$ cat src/rtl/swctl_pkg.sv
package swctl_pkg;

  localparam int BYTE_W  = 8;
  localparam int ADDR_W  = 7;
  localparam int VIDEO_W = 4;
  localparam int AUDIO_W = 3;

  localparam logic [1:0] LVL_LOW  = 2'b00;
  localparam logic [1:0] LVL_MID  = 2'b01;
  localparam logic [1:0] LVL_HIGH = 2'b10;

  typedef enum logic [2:0] {
    ST_IDLE,
    ST_ADDR,
    ST_ACK_A,
    ST_WDATA,
    ST_ACK_W,
    ST_SKIP,
    ST_RDATA,
    ST_RACK
  } link_state_t;

  // Returns {open, sel} for a three-level sense input
  function automatic logic [1:0] sense_pair(input logic [1:0] lvl);
    logic [1:0] r;
    case (lvl)
      LVL_LOW:  r = 2'b01;
      LVL_MID:  r = 2'b00;
      LVL_HIGH: r = 2'b10;
      default:  r = 2'b00;
    endcase
    return r;
  endfunction

endpackage

$ cat src/rtl/swctl_line_sync.sv
module swctl_line_sync #(
  parameter int STAGES = 2
) (
  input  logic clk,
  input  logic rst_n,
  input  logic scl_in,
  input  logic sda_in,
  output logic scl_s,
  output logic sda_s,
  output logic scl_rise,
  output logic scl_fall,
  output logic start_det,
  output logic stop_det
);

  localparam int NLINES = 2;

  logic [NLINES-1:0] raw;
  logic [NLINES-1:0] synced;
  logic [NLINES-1:0] prev_q;

  assign raw = {sda_in, scl_in};

  for (genvar g = 0; g < NLINES; g++) begin : g_line
    logic [STAGES-1:0] chain_q;
    always_ff @(posedge clk or negedge rst_n) begin
      if (!rst_n) chain_q <= '1;
      else        chain_q <= {chain_q[STAGES-2:0], raw[g]};
    end
    assign synced[g] = chain_q[STAGES-1];
  end

  always_ff @(posedge clk or negedge rst_n) begin
    if (!rst_n) prev_q <= '1;
    else        prev_q <= synced;
  end

  assign scl_s     = synced[0];
  assign sda_s     = synced[1];
  assign scl_rise  = synced[0] & ~prev_q[0];
  assign scl_fall  = ~synced[0] & prev_q[0];
  assign start_det = synced[0] & prev_q[0] & prev_q[1] & ~synced[1];
  assign stop_det  = synced[0] & prev_q[0] & ~prev_q[1] & synced[1];

endmodule

$ cat src/rtl/swctl_status_fmt.sv
module swctl_status_fmt
  import swctl_pkg::*;
(
  input  logic              clk,
  input  logic              rst_n,
  input  logic              rd_begin,
  input  logic [1:0]        s1_level,
  input  logic [1:0]        s2_level,
  output logic [BYTE_W-1:0] status_byte
);

  logic por_q;

  always_ff @(posedge clk or negedge rst_n) begin
    if (!rst_n)        por_q <= 1'b1;
    else if (rd_begin) por_q <= 1'b0;
  end

  assign status_byte = {por_q, sense_pair(s1_level), sense_pair(s2_level), 3'b000};

  // the flag only drops in the cycle after a status read was started
  p_por_drop_r8: assert property (@(posedge clk) disable iff (!rst_n)
    $fell(por_q) |-> $past(rd_begin));

  // once cleared, the flag never returns without reset
  p_por_no_rise_r8: assert property (@(posedge clk) disable iff (!rst_n)
    !por_q |=> !por_q);

endmodule

$ cat src/rtl/swctl_link_fsm.sv
module swctl_link_fsm
  import swctl_pkg::*;
#(
  parameter logic [ADDR_W-2:0] ADDR_HI = 6'b100100
) (
  input  logic              clk,
  input  logic              rst_n,
  input  logic              addr_sel,
  input  logic              scl_s,
  input  logic              sda_s,
  input  logic              scl_rise,
  input  logic              scl_fall,
  input  logic              start_det,
  input  logic              stop_det,
  input  logic [BYTE_W-1:0] status_byte,
  output logic              sda_oe,
  output logic              wr_valid,
  output logic [BYTE_W-1:0] wr_data,
  output logic              rd_begin
);

  localparam int CNT_W = $clog2(BYTE_W + 1);
  localparam logic [CNT_W-1:0] LAST = CNT_W'(BYTE_W);

  link_state_t       state_q;
  logic [CNT_W-1:0]  cnt_q;
  logic [BYTE_W-1:0] rx_q;
  logic [BYTE_W-1:0] tx_q;
  logic              oe_q;
  logic              wr_valid_q;
  logic [BYTE_W-1:0] wr_data_q;
  logic              rd_begin_q;
  logic [ADDR_W-1:0] my_addr;
  logic              addr_hit;

  assign my_addr  = {ADDR_HI, addr_sel};
  assign addr_hit = (rx_q[BYTE_W-1:1] == my_addr);

  always_ff @(posedge clk or negedge rst_n) begin
    if (!rst_n) begin
      state_q    <= ST_IDLE;
      cnt_q      <= '0;
      rx_q       <= '0;
      tx_q       <= '0;
      oe_q       <= 1'b0;
      wr_valid_q <= 1'b0;
      wr_data_q  <= '0;
      rd_begin_q <= 1'b0;
    end else begin
      wr_valid_q <= 1'b0;
      rd_begin_q <= 1'b0;
      if (start_det) begin
        state_q <= ST_ADDR;
        cnt_q   <= '0;
        oe_q    <= 1'b0;
      end else if (stop_det) begin
        state_q <= ST_IDLE;
        cnt_q   <= '0;
        oe_q    <= 1'b0;
      end else begin
        case (state_q)
          ST_ADDR: begin
            if (scl_rise) begin
              rx_q  <= {rx_q[BYTE_W-2:0], sda_s};
              cnt_q <= cnt_q + 1'b1;
            end else if (scl_fall && cnt_q == LAST) begin
              if (addr_hit) begin
                state_q <= ST_ACK_A;
                oe_q    <= 1'b1;
              end else begin
                state_q <= ST_IDLE;
              end
            end
          end
          ST_ACK_A: begin
            if (scl_fall) begin
              cnt_q <= '0;
              if (rx_q[0]) begin
                state_q    <= ST_RDATA;
                tx_q       <= status_byte;
                oe_q       <= ~status_byte[BYTE_W-1];
                rd_begin_q <= 1'b1;
              end else begin
                state_q <= ST_WDATA;
                oe_q    <= 1'b0;
              end
            end
          end
          ST_WDATA: begin
            if (scl_rise) begin
              rx_q  <= {rx_q[BYTE_W-2:0], sda_s};
              cnt_q <= cnt_q + 1'b1;
            end else if (scl_fall && cnt_q == LAST) begin
              state_q    <= ST_ACK_W;
              oe_q       <= 1'b1;
              wr_valid_q <= 1'b1;
              wr_data_q  <= rx_q;
            end
          end
          ST_ACK_W: begin
            if (scl_fall) begin
              oe_q    <= 1'b0;
              state_q <= ST_SKIP;
            end
          end
          ST_RDATA: begin
            if (scl_rise) begin
              cnt_q <= cnt_q + 1'b1;
            end else if (scl_fall) begin
              if (cnt_q == LAST) begin
                oe_q    <= 1'b0;
                state_q <= ST_RACK;
              end else begin
                tx_q <= {tx_q[BYTE_W-2:0], 1'b0};
                oe_q <= ~tx_q[BYTE_W-2];
              end
            end
          end
          ST_RACK: begin
            if (scl_rise) state_q <= ST_IDLE;
          end
          default: ;
        endcase
      end
    end
  end

  assign sda_oe   = oe_q;
  assign wr_valid = wr_valid_q;
  assign wr_data  = wr_data_q;
  assign rd_begin = rd_begin_q;

  // drive changes only in a low clock phase
  p_drive_scl_low_r10: assert property (@(posedge clk) disable iff (!rst_n)
    !$stable(oe_q) |-> !scl_s);

  // address acknowledge only after a matching address byte
  p_ack_on_match_r2: assert property (@(posedge clk) disable iff (!rst_n)
    (state_q == ST_ACK_A) |-> addr_hit);

  // later write bytes are never acknowledged
  p_skip_released_r4: assert property (@(posedge clk) disable iff (!rst_n)
    (state_q == ST_SKIP) |-> !oe_q);

  // line released for the master's answer to the status byte
  p_rack_released_r6: assert property (@(posedge clk) disable iff (!rst_n)
    (state_q == ST_RACK) |-> !oe_q);

  // a START always restarts the address phase with the line released
  p_start_restart_r9: assert property (@(posedge clk) disable iff (!rst_n)
    start_det |=> (state_q == ST_ADDR) && !oe_q);

endmodule

$ cat src/rtl/swctl_i2c_slave.sv
module swctl_i2c_slave
  import swctl_pkg::*;
#(
  parameter int              SYNC_STAGES = 2,
  parameter logic [ADDR_W-2:0] ADDR_HI   = 6'b100100
) (
  input  logic               clk,
  input  logic               rst_n,
  input  logic               scl_in,
  input  logic               sda_in,
  output logic               sda_oe,
  input  logic               addr_sel,
  input  logic [1:0]         s1_level,
  input  logic [1:0]         s2_level,
  output logic               gain_sel,
  output logic [VIDEO_W-1:0] video_sel,
  output logic [AUDIO_W-1:0] audio_sel
);

  logic scl_s, sda_s, scl_rise, scl_fall, start_det, stop_det;
  logic wr_valid, rd_begin;
  logic [BYTE_W-1:0] wr_data;
  logic [BYTE_W-1:0] status_byte;
  logic [BYTE_W-1:0] ctrl_q;

  swctl_line_sync #(.STAGES(SYNC_STAGES)) u_sync (
    .clk       (clk),
    .rst_n     (rst_n),
    .scl_in    (scl_in),
    .sda_in    (sda_in),
    .scl_s     (scl_s),
    .sda_s     (sda_s),
    .scl_rise  (scl_rise),
    .scl_fall  (scl_fall),
    .start_det (start_det),
    .stop_det  (stop_det)
  );

  swctl_status_fmt u_status (
    .clk         (clk),
    .rst_n       (rst_n),
    .rd_begin    (rd_begin),
    .s1_level    (s1_level),
    .s2_level    (s2_level),
    .status_byte (status_byte)
  );

  swctl_link_fsm #(.ADDR_HI(ADDR_HI)) u_link (
    .clk         (clk),
    .rst_n       (rst_n),
    .addr_sel    (addr_sel),
    .scl_s       (scl_s),
    .sda_s       (sda_s),
    .scl_rise    (scl_rise),
    .scl_fall    (scl_fall),
    .start_det   (start_det),
    .stop_det    (stop_det),
    .status_byte (status_byte),
    .sda_oe      (sda_oe),
    .wr_valid    (wr_valid),
    .wr_data     (wr_data),
    .rd_begin    (rd_begin)
  );

  always_ff @(posedge clk or negedge rst_n) begin
    if (!rst_n)        ctrl_q <= '0;
    else if (wr_valid) ctrl_q <= wr_data;
  end

  assign gain_sel  = ctrl_q[BYTE_W-1];
  assign video_sel = ctrl_q[BYTE_W-2 -: VIDEO_W];
  assign audio_sel = ctrl_q[AUDIO_W-1:0];

  // the register moves only on a committed control byte
  p_ctrl_on_commit_r3: assert property (@(posedge clk) disable iff (!rst_n)
    !$stable(ctrl_q) |-> $past(wr_valid));

  // no commit coincides with a STOP being seen
  p_no_commit_at_stop_r9: assert property (@(posedge clk) disable iff (!rst_n)
    stop_det |=> !wr_valid);

endmodule

$ cat config.mk
export PLATFORM = sky130hd
export DESIGN_NAME = swctl_i2c_slave
export DESIGN_NICKNAME = d
export VERILOG_FILES = /design/src/rtl/swctl_pkg.sv /design/src/rtl/swctl_line_sync.sv /design/src/rtl/swctl_status_fmt.sv /design/src/rtl/swctl_link_fsm.sv /design/src/rtl/swctl_i2c_slave.sv
export SDC_FILE = /design/constraint.sdc
export NUM_CORES = 1
export LEC_CHECK = 0
export BUFFER_PORTS_ARGS = -buffer_cell sky130_fd_sc_hd__buf_2
export CELL_PAD_IN_SITES_DETAIL_PLACEMENT = 0
export CELL_PAD_IN_SITES_GLOBAL_PLACEMENT = 1
export CORE_MARGIN = 5
export CORE_UTILIZATION = 51
export DETAILED_ROUTE_END_ITERATION = 6
export GPL_TIMING_DRIVEN = 0
export HOLD_SLACK_MARGIN = 0.03
export PLACE_DENSITY_LB_ADDON = 0.3
export SLEW_MARGIN = 40
export SYNTH_ARGS = -nofsm -noshare
export SYNTH_HDL_FRONTEND = slang
export SYNTH_SLANG_ARGS = --single-unit
$ cat constraint.sdc
create_clock -name clk -period 4.7 [get_ports clk]
set_clock_uncertainty 0.15 [all_clocks]
set_input_delay 1.41 -clock clk [delete_from_list [all_inputs] [get_ports clk]]
set_output_delay 1.41 -clock clk [all_outputs]
set_load 0.1 [all_outputs]
==> metrics.log <==
INFO  metric status = completed
INFO  metric vdd_drop_max = about 0.27 mV
INFO  metric htreeDepth = 2
INFO  metric yosysTopAreaCell = sky130_fd_sc_hd__dfrtp_1
INFO  metric fin_util = roughly three fifths
INFO  metric antenna_found_initial = 0
INFO  metric cp-end-kind = output port
INFO  metric max_cap_violations = 0
INFO  metric cts-resized-gates = 0
INFO  metric cp_data_required_time = 3.14 ns
INFO  metric tightest_slew = approximately 0.55 ns
INFO  metric critical_path_cell_count = 1
INFO  metric fp.dieH = about 73 um
INFO  metric setup_viol = 0
INFO  metric finalWeightedCongestion = around 0.9
INFO  metric critical-path-top-delay-family = buffers and inverters
INFO  metric start_util = 51.79%
INFO  metric netlist.area_leader.share = a little under half
INFO  metric floorplan.die_area = 5335 sq um
INFO  metric power_density = between 400 and 500 nW/um^2
INFO  metric power = about 0.00094 W
INFO  metric top_level_ports = 18
INFO  metric postPlaceCellArea = between 2000 and 2500 sq um
INFO  metric ys_seq_area_share = 55.99%
INFO  metric arrival = ~1.1 ns
INFO  metric synthDistinctLibCells = 44
INFO  metric timing.fmax = 378.4 MHz
INFO  metric postRouteAntennaNets = 0
INFO  metric post_cts_buffers = 0
INFO  metric drv_slew = 0
INFO  metric clkTransAtPathRegs = 0.08 ns
INFO  metric layout-drive-gt1-share = between 30% and 40%
INFO  metric grt_remaining_overflow = 0
INFO  metric global_route.usage.total = 15.48%
INFO  metric design_area = ~2300 sq um
INFO  metric fin_setup_tns = 0 ns
INFO  metric ys_warn_count = 0
INFO  metric critical-path-slowest-cell = sky130_fd_sc_hd__buf_2
INFO  metric postSynthCellCount = roughly 160
INFO  metric worstHoldPathCells = 0
INFO  metric min_path_type = reg -> reg
INFO  metric place.detailed.hpwl = 2.628 mm
INFO  metric r2r.worst_path.cells = 4
INFO  metric cts_tree = built
INFO  metric detail_route.iter0.violations = between 70 and 80
INFO  metric holdBufCountCts = 0
INFO  metric finish.net_count = roughly 190
INFO  metric postRouteWirelength = roughly 3.7 mm
INFO  metric clockRootBuffer = sky130_fd_sc_hd__clkbuf_8
INFO  metric avgSynthCellArea = approximately 13 sq um
INFO  metric vias_in_the_first_global_route = between 1000 and 1500
INFO  metric synthTopCellsByArea = sky130_fd_sc_hd__dfrtp_1 (47%), sky130_fd_sc_hd__mux2_2 (13%), sky130_fd_sc_hd__dfstp_2 (9.1%), sky130_fd_sc_hd__a21oi_1 (2.5%), sky130_fd_sc_hd__nor2_1 (1.9%)
INFO  metric leakage = ~1.1 nW
INFO  metric dieWidth = between 70 and 80 um
INFO  metric clock_tree.buffer_depth = 2
INFO  metric route.detailed.drc = 0
INFO  metric layout-area-overhead-vs-synth = 13.15%
INFO  metric synth_seq_cells = 45
INFO  metric design.core.area = 3914 sq um
INFO  metric layout_worst_path_cycle_share = between 50% and 60%
INFO  metric global_route_wire_length_before_repair = between 6 and 7 mm
INFO  metric clk_latency = ~0.28 ns
INFO  metric row_count = 23
INFO  metric final_hold_viol_count = 0
INFO  metric mappedNetlistArea = 2027 sq um
INFO  metric syn-num-nets = 168
INFO  metric crit_path_cell_trace = buf_2
INFO  metric critical_path.max_stage_delay = approximately 0.43 ns
INFO  metric place.port_buffers = 17
INFO  metric detail_route.vias_per_cell = 5.474
INFO  metric minimum_clock_period_after_layout = 2.642 ns
INFO  metric max_slew_margin = 63.42%
INFO  metric maximum_number_of_pins_on_one_net_before_global_route_repair = 46
INFO  metric cts_buffers = 5
INFO  metric setup.worst_path.start_class = register
INFO  metric hold-worst-slack = between 0.2 and 0.25 ns
INFO  metric via_count = around 1300
INFO  metric timing_worst_setup_path_type = reg -> out
INFO  metric wl_per_cell = between 15 and 20 um
INFO  metric rsz0062_at_grt = false
INFO  metric clock_sinks = 45
INFO  metric drtPass1Iterations = 4
INFO  metric critPathMaxFanout = 3
INFO  metric count_of_buffer_and_inverter_cells_on_the_critical_path = 1
INFO  metric n_antenna_cell = 0
stage by stage:
stage | setup WS, ns | cells
2_1_floorplan | 2.228 | 157
3_3_place_gp | 2.156 | 224
3_5_place_dp | 2.100 | 224
4_1_cts | 2.034 | 232
5_1_grt | 2.009 | 232
6_report | 2.058 | 232
layout by cell type (no fill, tap or decap), drive strengths merged, types with 2 or more instances in the layout:
master and count:
dfstp 7, nor2 11, nor3b 3, nor2b 3, nand3b 2, buf 21, clkbuf 8, xnor2 3
nand3 2, mux2i 3, nand4b 3, ha 2, nand2 4, a21oi 11, o21a 2, dfrtp 38
o21ai 5, mux2 24, nor3 6, inv 5
synthesized netlist by cell type, drive strengths merged:
cell     number
and3          1
nand3b        2
nor4b         1
xnor2         3
buf           4
and3b         1
mux2i         3
nor2b         3
nor2         11
nand4bb       1
a221oi        1
o21a          2
o311ai        1
o22ai         1
nor3          6
nand3         2
mux2         24
a31oi         1
inv           5
nor3b         3
nand2b        1
and2b         1
o2bb2ai       1
o21bai        1
nand4b        3
o211ai        1
xor2          1
o21ai         5
a211oi        1
a21oi        11
or2           1
dfstp         7
or3           1
clkbuf        1
dfrtp        38
a21o          1
nand2         4
ha            2
routing by layer:
metal | global-route usage (%) | routed length [um]
met4 | 6.352 | 39
met5 | 0 | 0
met2 | 26.12 | 1927
met1 | 18.24 | 1559
met3 | 4.683 | 134
power breakdown:
group / total (W) / leakage (nW) / internal, W / switching (W)
Clock: 0.000294 / 0.0585 / 0.000173 / 0.000121
Combinational: 0.000150 / 0.447 / 0.0000727 / 0.0000776
Sequential: 0.000494 / 0.579 / 0.000443 / 0.0000512
Total: 0.000939 / 1.08 / 0.000689 / 0.000249
registers in the layout, indices dropped and copies added (netlist names):
signal,cells
u_link.wr_valid,1
u_link.tx_q,4
u_sync.g_line.chain_q,4
u_link.sda_oe,1
u_status.por_q,1
u_link.rx_q,8
u_link.wr_data,8
u_link.cnt_q,4
ctrl_q,8
u_link.state_q,3
u_link.rd_begin,1
u_sync.prev_q,2
path summary, 6_finish.rpt:
kind | from | end | slack, ns
setup / recovery | u_link.sda_oe | sda_oe | 2.06
hold / removal | u_sync.g_line[1].chain_q[0] | u_sync.g_line[1].chain_q[1] | 0.21
setup reg to reg | u_sync.prev_q[0] | u_link.wr_data[5] | 2.70
hold reg to reg | u_sync.g_line[1].chain_q[0] | u_sync.g_line[1].chain_q[1] | 0.21
max in group asynchronous | rst_n | u_sync.g_line[0].chain_q[0] | 3.06
min in group asynchronous | rst_n | u_link.tx_q[6] | 0.94
area by class of cell:
| cell class | count | area (sq um) |
|---|---|---|
| multi-input cells | 102 | 838.3 |
| plain buffers | 5 | 35.03 |
| flip-flops and latches | 45 | 1135 |
| inverters | 5 | 18.77 |
| clock inverters | 1 | 30.03 |
| clock buffers | 7 | 86.33 |
| repair buffers | 17 | 87.58 |
| well taps | 50 | 62.56 |
| fillers | 330 | 1620 |
cells by family after synthesis:
| group | after synthesis | share of synthesized area [%] |
|---|---|---|
| AOI/OAI and AO/OA | 27 | 10.25 |
| xor gates and xnor gates | 4 | 1.729 |
| adders and majority gates | 2 | 1.234 |
| buffers and inverters | 10 | 2.654 |
| DFF | 45 | 55.99 |
| muxes | 27 | 14.81 |
| and+or+nand+nor | 42 | 13.33 |
Note: power is estimated with default switching activity, not from simulation.
